==> config.mk <==
export PLATFORM = sky130hd
export DESIGN_NAME = bus_target_responder
export DESIGN_NICKNAME = d
export VERILOG_FILES = /design/src/rtl/tgt_pkg.sv /design/src/rtl/tgt_cfg_decode.sv /design/src/rtl/tgt_parity.sv /design/src/rtl/bus_target_responder.sv
export SDC_FILE = /design/constraint.sdc
export NUM_CORES = 1
export LEC_CHECK = 0
export BUFFER_PORTS_ARGS = -buffer_cell sky130_fd_sc_hd__buf_2
export CAP_MARGIN = 10
export CORE_MARGIN = 2
export CORE_UTILIZATION = 51
export DETAILED_ROUTE_END_ITERATION = 8
export PLACE_DENSITY_LB_ADDON = 0.12
export SLEW_MARGIN = 20
export SYNTH_ARGS = -nofsm -noshare
export SYNTH_HDL_FRONTEND = slang
export SYNTH_SLANG_ARGS = --single-unit
export TNS_END_PERCENT = 20
==> constraint.sdc <==
create_clock -name clk -period 2.4 [get_ports clk]
set_input_delay 0.36 -clock clk [delete_from_list [all_inputs] [get_ports clk]]
set_output_delay 0.36 -clock clk [all_outputs]
set_load 0.02 [all_outputs]
==> src/rtl/tgt_pkg.sv <==
package tgt_pkg;

    localparam logic [3:0] CMD_IO_RD  = 4'h2;
    localparam logic [3:0] CMD_IO_WR  = 4'h3;
    localparam logic [3:0] CMD_MEM_RD = 4'h6;
    localparam logic [3:0] CMD_MEM_WR = 4'h7;
    localparam logic [3:0] CMD_CFG_RD = 4'hA;
    localparam logic [3:0] CMD_CFG_WR = 4'hB;

    typedef enum logic [2:0] {
        TERM_NONE        = 3'd0,
        TERM_RETRY       = 3'd1,
        TERM_DISC_DATA   = 3'd2,
        TERM_DISC_NODATA = 3'd3,
        TERM_ABORT       = 3'd4
    } term_e;

    typedef enum logic {
        ST_IDLE,
        ST_DATA
    } state_e;

    typedef struct packed {
        logic  is_wr;
        logic  is_cfg;
        term_e mode;
    } xact_t;

    function automatic logic cmd_is_space(input logic [3:0] c);
        return (c == CMD_IO_RD) || (c == CMD_IO_WR) ||
               (c == CMD_MEM_RD) || (c == CMD_MEM_WR);
    endfunction

    function automatic logic cmd_is_cfg(input logic [3:0] c);
        return (c == CMD_CFG_RD) || (c == CMD_CFG_WR);
    endfunction

    function automatic term_e to_mode(input logic [2:0] s);
        case (s)
            3'd1:    return TERM_RETRY;
            3'd2:    return TERM_DISC_DATA;
            3'd3:    return TERM_DISC_NODATA;
            3'd4:    return TERM_ABORT;
            default: return TERM_NONE;
        endcase
    endfunction

    // ready at claim only for writes that will accept a first word
    function automatic logic ready_at_claim(input logic wr, input term_e m);
        return wr && (m == TERM_NONE || m == TERM_DISC_DATA || m == TERM_DISC_NODATA);
    endfunction

endpackage

==> src/rtl/tgt_cfg_decode.sv <==
module tgt_cfg_decode
    import tgt_pkg::*;
#(
    parameter int DW       = 32,
    parameter int WIN_BITS = 8,
    parameter int BAR_OFS  = 16
) (
    input  logic                clk,
    input  logic                rst,
    input  logic [DW-1:0]       ad_in,
    input  logic [3:0]          cmd_in,
    input  logic                cfg_sel,
    input  logic                wr_en,
    input  logic [WIN_BITS-1:0] ofs,
    input  logic [DW-1:0]       wr_data,
    output logic                claim_hit,
    output logic                claim_cfg,
    output logic                enabled,
    output logic [DW-1:0]       rd_data
);

    localparam logic [DW-1:0]       WIN_MASK = {{(DW-WIN_BITS){1'b1}}, {WIN_BITS{1'b0}}};
    localparam logic [WIN_BITS-1:0] BAR_SLOT = WIN_BITS'(BAR_OFS);

    logic [DW-1:0] bar_q;
    logic          space_hit;

    always_comb begin
        claim_cfg = cfg_sel && cmd_is_cfg(cmd_in);
        space_hit = enabled && cmd_is_space(cmd_in) && ((ad_in & WIN_MASK) == bar_q);
        claim_hit = claim_cfg || space_hit;
        rd_data   = (ofs == BAR_SLOT) ? bar_q : '0;
    end

    always_ff @(posedge clk) begin
        if (rst) begin
            bar_q   <= '0;
            enabled <= 1'b0;
        end else if (wr_en && ofs == BAR_SLOT) begin
            bar_q   <= wr_data & WIN_MASK;
            enabled <= 1'b1;
        end
    end

    // once enabled the target stays enabled
    a_r2_enable_sticky: assert property (@(posedge clk) disable iff (rst)
        enabled |=> enabled);

    // enabling only follows a configuration write
    a_r2_enable_source: assert property (@(posedge clk) disable iff (rst)
        $rose(enabled) |-> $past(wr_en));

endmodule

==> src/rtl/tgt_parity.sv <==
module tgt_parity #(
    parameter int DW   = 32,
    parameter int BE_W = DW/8
) (
    input  logic            clk,
    input  logic            rst,
    input  logic [DW-1:0]   drv_data,
    input  logic            drv_oe,
    input  logic [BE_W-1:0] be_n,
    input  logic            chk_en,
    input  logic [DW-1:0]   ad_in,
    input  logic            pbit_in,
    output logic            pbit_out,
    output logic            pbit_oe,
    output logic            par_bad,
    output logic            par_err_n
);

    logic chk_pend;
    logic chk_bit;

    assign par_bad = chk_pend && (chk_bit != pbit_in);

    always_ff @(posedge clk) begin
        if (rst) begin
            pbit_out  <= 1'b0;
            pbit_oe   <= 1'b0;
            chk_pend  <= 1'b0;
            chk_bit   <= 1'b0;
            par_err_n <= 1'b1;
        end else begin
            pbit_out  <= ^{drv_data, be_n};
            pbit_oe   <= drv_oe;
            chk_pend  <= chk_en;
            chk_bit   <= ^{ad_in, be_n};
            par_err_n <= !par_bad;
        end
    end

    // an error flag can only follow a checked write two edges back
    a_r12_perr_timing: assert property (@(posedge clk) disable iff (rst)
        $fell(par_err_n) |-> $past(chk_en, 2));

endmodule

==> src/rtl/bus_target_responder.sv <==
module bus_target_responder
    import tgt_pkg::*;
#(
    parameter int DW       = 32,
    parameter int WIN_BITS = 8,
    parameter int BAR_OFS  = 16
) (
    input  logic                clk,
    input  logic                rst,
    input  logic                cyc_n,
    input  logic [DW-1:0]       bus_in,
    output logic [DW-1:0]       bus_out,
    output logic                bus_oe,
    input  logic [DW/8-1:0]     cmd_be_n,
    input  logic                pbit_in,
    output logic                pbit_out,
    output logic                pbit_oe,
    input  logic                cfg_sel,
    input  logic                ini_rdy_n,
    output logic                tgt_rdy_n,
    output logic                claim_n,
    output logic                halt_n,
    output logic                par_err_n,
    input  logic [2:0]          term_sel,
    output logic [WIN_BITS-1:0] lcl_addr,
    output logic                lcl_we,
    output logic [DW-1:0]       lcl_wdata,
    output logic [DW/8-1:0]     lcl_be,
    input  logic                lcl_rvalid,
    input  logic [DW-1:0]       lcl_rdata
);

    localparam int                  BE_W = DW/8;
    localparam logic [WIN_BITS-1:0] STEP = WIN_BITS'(BE_W);

    state_e              state;
    xact_t               xq;
    logic [WIN_BITS-1:0] ofs_q;
    logic                cyc_prev_n;
    logic [DW-1:0]       drv_q;

    logic          claim_hit, claim_cfg, cfg_enabled;
    logic [DW-1:0] cfg_rd;
    logic          par_bad;
    logic          addr_phase, xfer, finish, cfg_we, chk_en;
    logic          src_valid;
    logic [DW-1:0] src_data;
    term_e         new_mode;

    always_comb begin
        new_mode   = to_mode(term_sel);
        addr_phase = (state == ST_IDLE) && !cyc_n && cyc_prev_n;
        xfer       = (state == ST_DATA) && !tgt_rdy_n && !ini_rdy_n;
        finish     = cyc_n && (xfer || !halt_n);
        cfg_we     = xfer && xq.is_wr && xq.is_cfg;
        chk_en     = xfer && xq.is_wr;
        src_valid  = xq.is_cfg ? 1'b1 : lcl_rvalid;
        src_data   = xq.is_cfg ? cfg_rd : lcl_rdata;
        lcl_we     = xfer && xq.is_wr && !xq.is_cfg;
        lcl_addr   = ofs_q;
        lcl_wdata  = bus_in;
        lcl_be     = ~cmd_be_n;
        bus_out    = drv_q;
    end

    tgt_cfg_decode #(.DW(DW), .WIN_BITS(WIN_BITS), .BAR_OFS(BAR_OFS)) u_dec (
        .clk      (clk),
        .rst      (rst),
        .ad_in    (bus_in),
        .cmd_in   (cmd_be_n[3:0]),
        .cfg_sel  (cfg_sel),
        .wr_en    (cfg_we),
        .ofs      (ofs_q),
        .wr_data  (bus_in),
        .claim_hit(claim_hit),
        .claim_cfg(claim_cfg),
        .enabled  (cfg_enabled),
        .rd_data  (cfg_rd)
    );

    tgt_parity #(.DW(DW), .BE_W(BE_W)) u_par (
        .clk      (clk),
        .rst      (rst),
        .drv_data (drv_q),
        .drv_oe   (bus_oe),
        .be_n     (cmd_be_n),
        .chk_en   (chk_en),
        .ad_in    (bus_in),
        .pbit_in  (pbit_in),
        .pbit_out (pbit_out),
        .pbit_oe  (pbit_oe),
        .par_bad  (par_bad),
        .par_err_n(par_err_n)
    );

    always_ff @(posedge clk) begin
        if (rst) begin
            state      <= ST_IDLE;
            xq         <= '{is_wr: 1'b0, is_cfg: 1'b0, mode: TERM_NONE};
            ofs_q      <= '0;
            cyc_prev_n <= 1'b1;
            drv_q      <= '0;
            claim_n    <= 1'b1;
            tgt_rdy_n  <= 1'b1;
            halt_n     <= 1'b1;
            bus_oe     <= 1'b0;
        end else begin
            cyc_prev_n <= cyc_n;
            case (state)
                ST_IDLE: begin
                    if (addr_phase && claim_hit) begin
                        state     <= ST_DATA;
                        xq.is_wr  <= cmd_be_n[0];
                        xq.is_cfg <= claim_cfg;
                        xq.mode   <= new_mode;
                        ofs_q     <= bus_in[WIN_BITS-1:0];
                        claim_n   <= 1'b0;
                        tgt_rdy_n <= !ready_at_claim(cmd_be_n[0], new_mode);
                        halt_n    <= !(new_mode == TERM_RETRY ||
                                       (new_mode == TERM_DISC_DATA && cmd_be_n[0]));
                        bus_oe    <= !cmd_be_n[0];
                    end
                end
                ST_DATA: begin
                    if (finish) begin
                        state     <= ST_IDLE;
                        claim_n   <= 1'b1;
                        tgt_rdy_n <= 1'b1;
                        halt_n    <= 1'b1;
                        bus_oe    <= 1'b0;
                    end else if ((xq.mode == TERM_ABORT && halt_n) || par_bad) begin
                        claim_n   <= 1'b1;
                        tgt_rdy_n <= 1'b1;
                        halt_n    <= 1'b0;
                    end else if (xfer) begin
                        ofs_q     <= ofs_q + STEP;
                        tgt_rdy_n <= 1'b1;
                        if (xq.mode == TERM_DISC_NODATA) halt_n <= 1'b0;
                    end else if (tgt_rdy_n && halt_n && xq.mode != TERM_ABORT) begin
                        if (xq.is_wr) begin
                            tgt_rdy_n <= 1'b0;
                        end else if (src_valid) begin
                            drv_q     <= src_data;
                            tgt_rdy_n <= 1'b0;
                            if (xq.mode == TERM_DISC_DATA) halt_n <= 1'b0;
                        end
                    end
                end
                default: state <= ST_IDLE;
            endcase
        end
    end

    // a decoded hit in the address phase claims on the next edge
    a_r1_claim_next: assert property (@(posedge clk) disable iff (rst)
        (addr_phase && claim_hit) |=> !claim_n);

    // halt without claim means ready is released too
    a_r8_abort_shape: assert property (@(posedge clk) disable iff (rst)
        (!halt_n && claim_n) |-> tgt_rdy_n);

    // ready and halt low together only in disconnect-with-data
    a_r6_ready_with_halt: assert property (@(posedge clk) disable iff (rst)
        (!tgt_rdy_n && !halt_n) |-> (xq.mode == TERM_DISC_DATA));

    // no local write once halt is showing, except the one allowed phase
    a_r7_no_late_word: assert property (@(posedge clk) disable iff (rst)
        (lcl_we && !halt_n) |-> (xq.mode == TERM_DISC_DATA));

    // halt seen with cycle ended releases every control line
    a_r9_release: assert property (@(posedge clk) disable iff (rst)
        (state == ST_DATA && !halt_n && cyc_n) |=> (halt_n && claim_n && tgt_rdy_n && !bus_oe));

    // local writes only after configuration
    a_r2_gate: assert property (@(posedge clk) disable iff (rst)
        lcl_we |-> cfg_enabled);

    // initiator wait holds ready and offset
    a_r4_hold: assert property (@(posedge clk) disable iff (rst)
        (state == ST_DATA && ini_rdy_n && !cyc_n && !tgt_rdy_n && !par_bad &&
         xq.mode != TERM_ABORT) |=> (!tgt_rdy_n && $stable(ofs_q)));

endmodule

==> flow_summary.json <==
{
  "setup_viol": 0,
  "vias": 4211,
  "yosys_warnings": 0,
  "finalCriticalPeriod_ns": 2.24,
  "outcome": "finished, final reports clean",
  "tns_ns": 0,
  "drtAntennaViolNets": 0,
  "grt_pass1_vias": 3882,
  "maxSlewViolCount": 0,
  "coreArea_mm2": 0.00881,
  "drc": 0,
  "worstSkewPairLatency_ns": 0.34,
  "cp-start-kind": "flip-flop",
  "dp_hpwl_um": 9410,
  "routedWlPerCell_um": 16.0,
  "drive_gt1_share_pct": 33.2,
  "synth_cell_types": 48,
  "max_freq_mhz": 446,
  "synth-edff-count": 0,
  "viasPerCell": 5.43,
  "cellPowerDensity_mw_per_mm2": 511,
  "area_growth_syn_to_layout_pct": 19.2,
  "cp_max_fo": 6,
  "crit_arrival_ns": 2.51,
  "wirelength_um": 12400,
  "clock_skew_ns": 0.0104,
  "async_reset_ff_share_pct": 0,
  "firstDrtPassIters": 4,
  "tritoncts": "done",
  "antenna_found_initial": 0,
  "nets": 748,
  "placed_area_mm2": 0.00540,
  "report.power.total_uw": 2850,
  "die_h_um": 99.7,
  "grt-ovfl-total": 0,
  "max-slew-margin-rel_pct": 42.4,
  "p_leak_uw": 0.00227,
  "die_w_um": 99.7,
  "hold_viol": 0,
  "port_buffers": 161,
  "cts_max_level": 3,
  "stdcell_area_mm2": 0.00557,
  "hp-class": "input pin to flip-flop",
  "seq_area_mm2": 0.00162,
  "grt_max_degree": 43,
  "grt_first_pass_wirelength_um": 19400,
  "rsz0062_at_grt": "no",
  "synth-seq-cells": 81,
  "avgSynthCellArea_um2": 8.65,
  "postCtsResizedCells": 0,
  "root_buffer": "clkbuf_8",
  "syn_inst": 540,
  "synth_nets": 625,
  "clockBufferDepth": 2,
  "place.gp.congestion": 0.944,
  "ctsHoldBuffers": 0,
  "multiInputGateArea_mm2": 0.00263,
  "period_share_pct": 93.4,
  "cts_setup_buffers": 0,
  "rows": 34,
  "cts_buffers": 9,
  "ys.flop_type": "dfxtp_1",
  "synth_seq_area_share_pct": 34.7,
  "ir_drop_mv": 0.295,
  "tightest_slew_ns": 0.865,
  "synthesis.area_mm2": 0.00467,
  "crit_required_ns": 2.67,
  "drt-initial-drc-count": 156,
  "grtUsageTotal_pct": 24.5,
  "ioPinCount": 162,
  "initial_core_util_pct": 53.1,
  "criticalPathCategory": "flip-flop to flip-flop",
  "end_kind": "flip-flop",
  "cts.clk_slew.worst_paths_ns": 0.08,
  "dieArea_mm2": 0.00994,
  "diodes": 0,
  "n_fill_cell": 820,
  "cts.sinks": 81,
  "drv_cap": 0
}
==> metrics by stage <==
| step | instances | worst slack, ns | hold WS, ns | utilization (%) |
|---|---|---|---|---|
| 5_1_grt | 776 | 0.0267 | 0.291 | 63.3 |
| 3_3_place_gp | 760 | 0.137 | 0.437 | 61.3 |
| 3_5_place_dp | 760 | 0.0997 | 0.403 | 61.3 |
| 6_report | 776 | 0.158 | 0.286 | 63.3 |
| 4_1_cts | 776 | 0.179 | 0.275 | 63.3 |
| 2_1_floorplan | 540 | 0.224 | 0.383 | - |
==> cell type report <==
class / count / share of cell area [%]
clock buffer: 10 / 2.47
clock inverter: 6 / 0.606
inverter: 9 / 0.606
multi-input combinational: 386 / 47.2
tap: 108 / 2.43
sequential: 81 / 29.1
timing repair buffer: 176 / 17.6
==> report_power, final <==
part,switching [µW],internal (µW),total (µW)
clock network,501,397,898
logic,309,255,564
registers,18.1,1370,1380
==> logic make-up (layout without fill, tap and decap cells) <==
family                     count (synthesis)  after routing  share of synthesized area [%]
muxes                                      8              8                           1.74
DFF                                       81             81                           34.7
xor gates and xnor gates                  90             90                           16.9
adders and majority gates                  7              7                           1.87
AOI/OAI and AO/OA                         89             89                           15.1
and+or+nand+nor                          192            192                           20.5
buffers and inverters                     73            201                           9.24
==> cells in the mapped netlist (all sizes together) (8+ instances only) <==
library cell / instances / area, µm²
inv: 9 / 33.8
nand3: 12 / 60.1
nor3: 27 / 135
nand2: 67 / 251
nand2b: 8 / 50.1
clkbuf: 20 / 75.1
dfxtp: 81 / 1620
xor2: 10 / 87.6
buf: 44 / 323
nor2: 46 / 175
a21oi: 42 / 210
a221oi: 24 / 323
xnor2: 80 / 701
==> path summary, 6_finish.rpt <==
path / startpoint / to / slack (ns) / cells past startpoint
hold / removal: pbit_in / u_par.par_err_n$_SDFF_PP1_ / 0.29 / 3
setup / recovery: u_dec.bar_q[27]$_SDFFE_PP0P_ / xq[2]$_SDFFE_PP0P_ / 0.16 / 7
hold reg to reg: u_par.chk_pend$_SDFF_PP0_ / u_par.par_err_n$_SDFF_PP1_ / 0.43 / 1
setup reg to reg: u_dec.bar_q[27]$_SDFFE_PP0P_ / xq[2]$_SDFFE_PP0P_ / 0.16 / 7
==> worst max-delay path, stage by stage (launching register included) <==
cell and delay (ns):
dfxtp_1 0.45, xnor2_1 0.15, nand4_1 0.15, nor4_2 0.34, nand4_2 0.24, and2_4 0.25
or4b_1 0.46, a21oi_1 0.14
==> layout by cell type, fill, tap and decap left out, types with 9 or more instances in the layout <==
master	synthesis	final
xor2_1	10	10
inv_1	9	9
nor2_1	45	45
a221oi_2	18	18
buf_4	36	10
a21oi_1	42	42
clkbuf_8	0	10
nand2_1	67	67
nand3_1	12	12
buf_2	6	161
xnor2_1	80	80
nor3_1	27	27
dfxtp_1	81	81
==> routing by layer <==
metal | wire length (µm) | global-route usage (%) | share of wire [%] | vias to the layer above
met5 | 0 | 0 | 0 | -
met4 | 167 | 6.74 | 1.3 | 0
met3 | 821 | 2.74 | 6.6 | 13
met2 | 5710 | 39.0 | 46 | 186
met1 | 5690 | 35.3 | 46 | 1948
li1 | - | - | - | 2064
==> state kept, by name (all words and copies together) (netlist names), 5 cells and up <==
| signal | count |
|---|---|
| bus_out | 32 |
| xq | 5 |
| u_dec.bar_q | 24 |
| lcl_addr | 8 |
(Power assumes the default switching activity.)
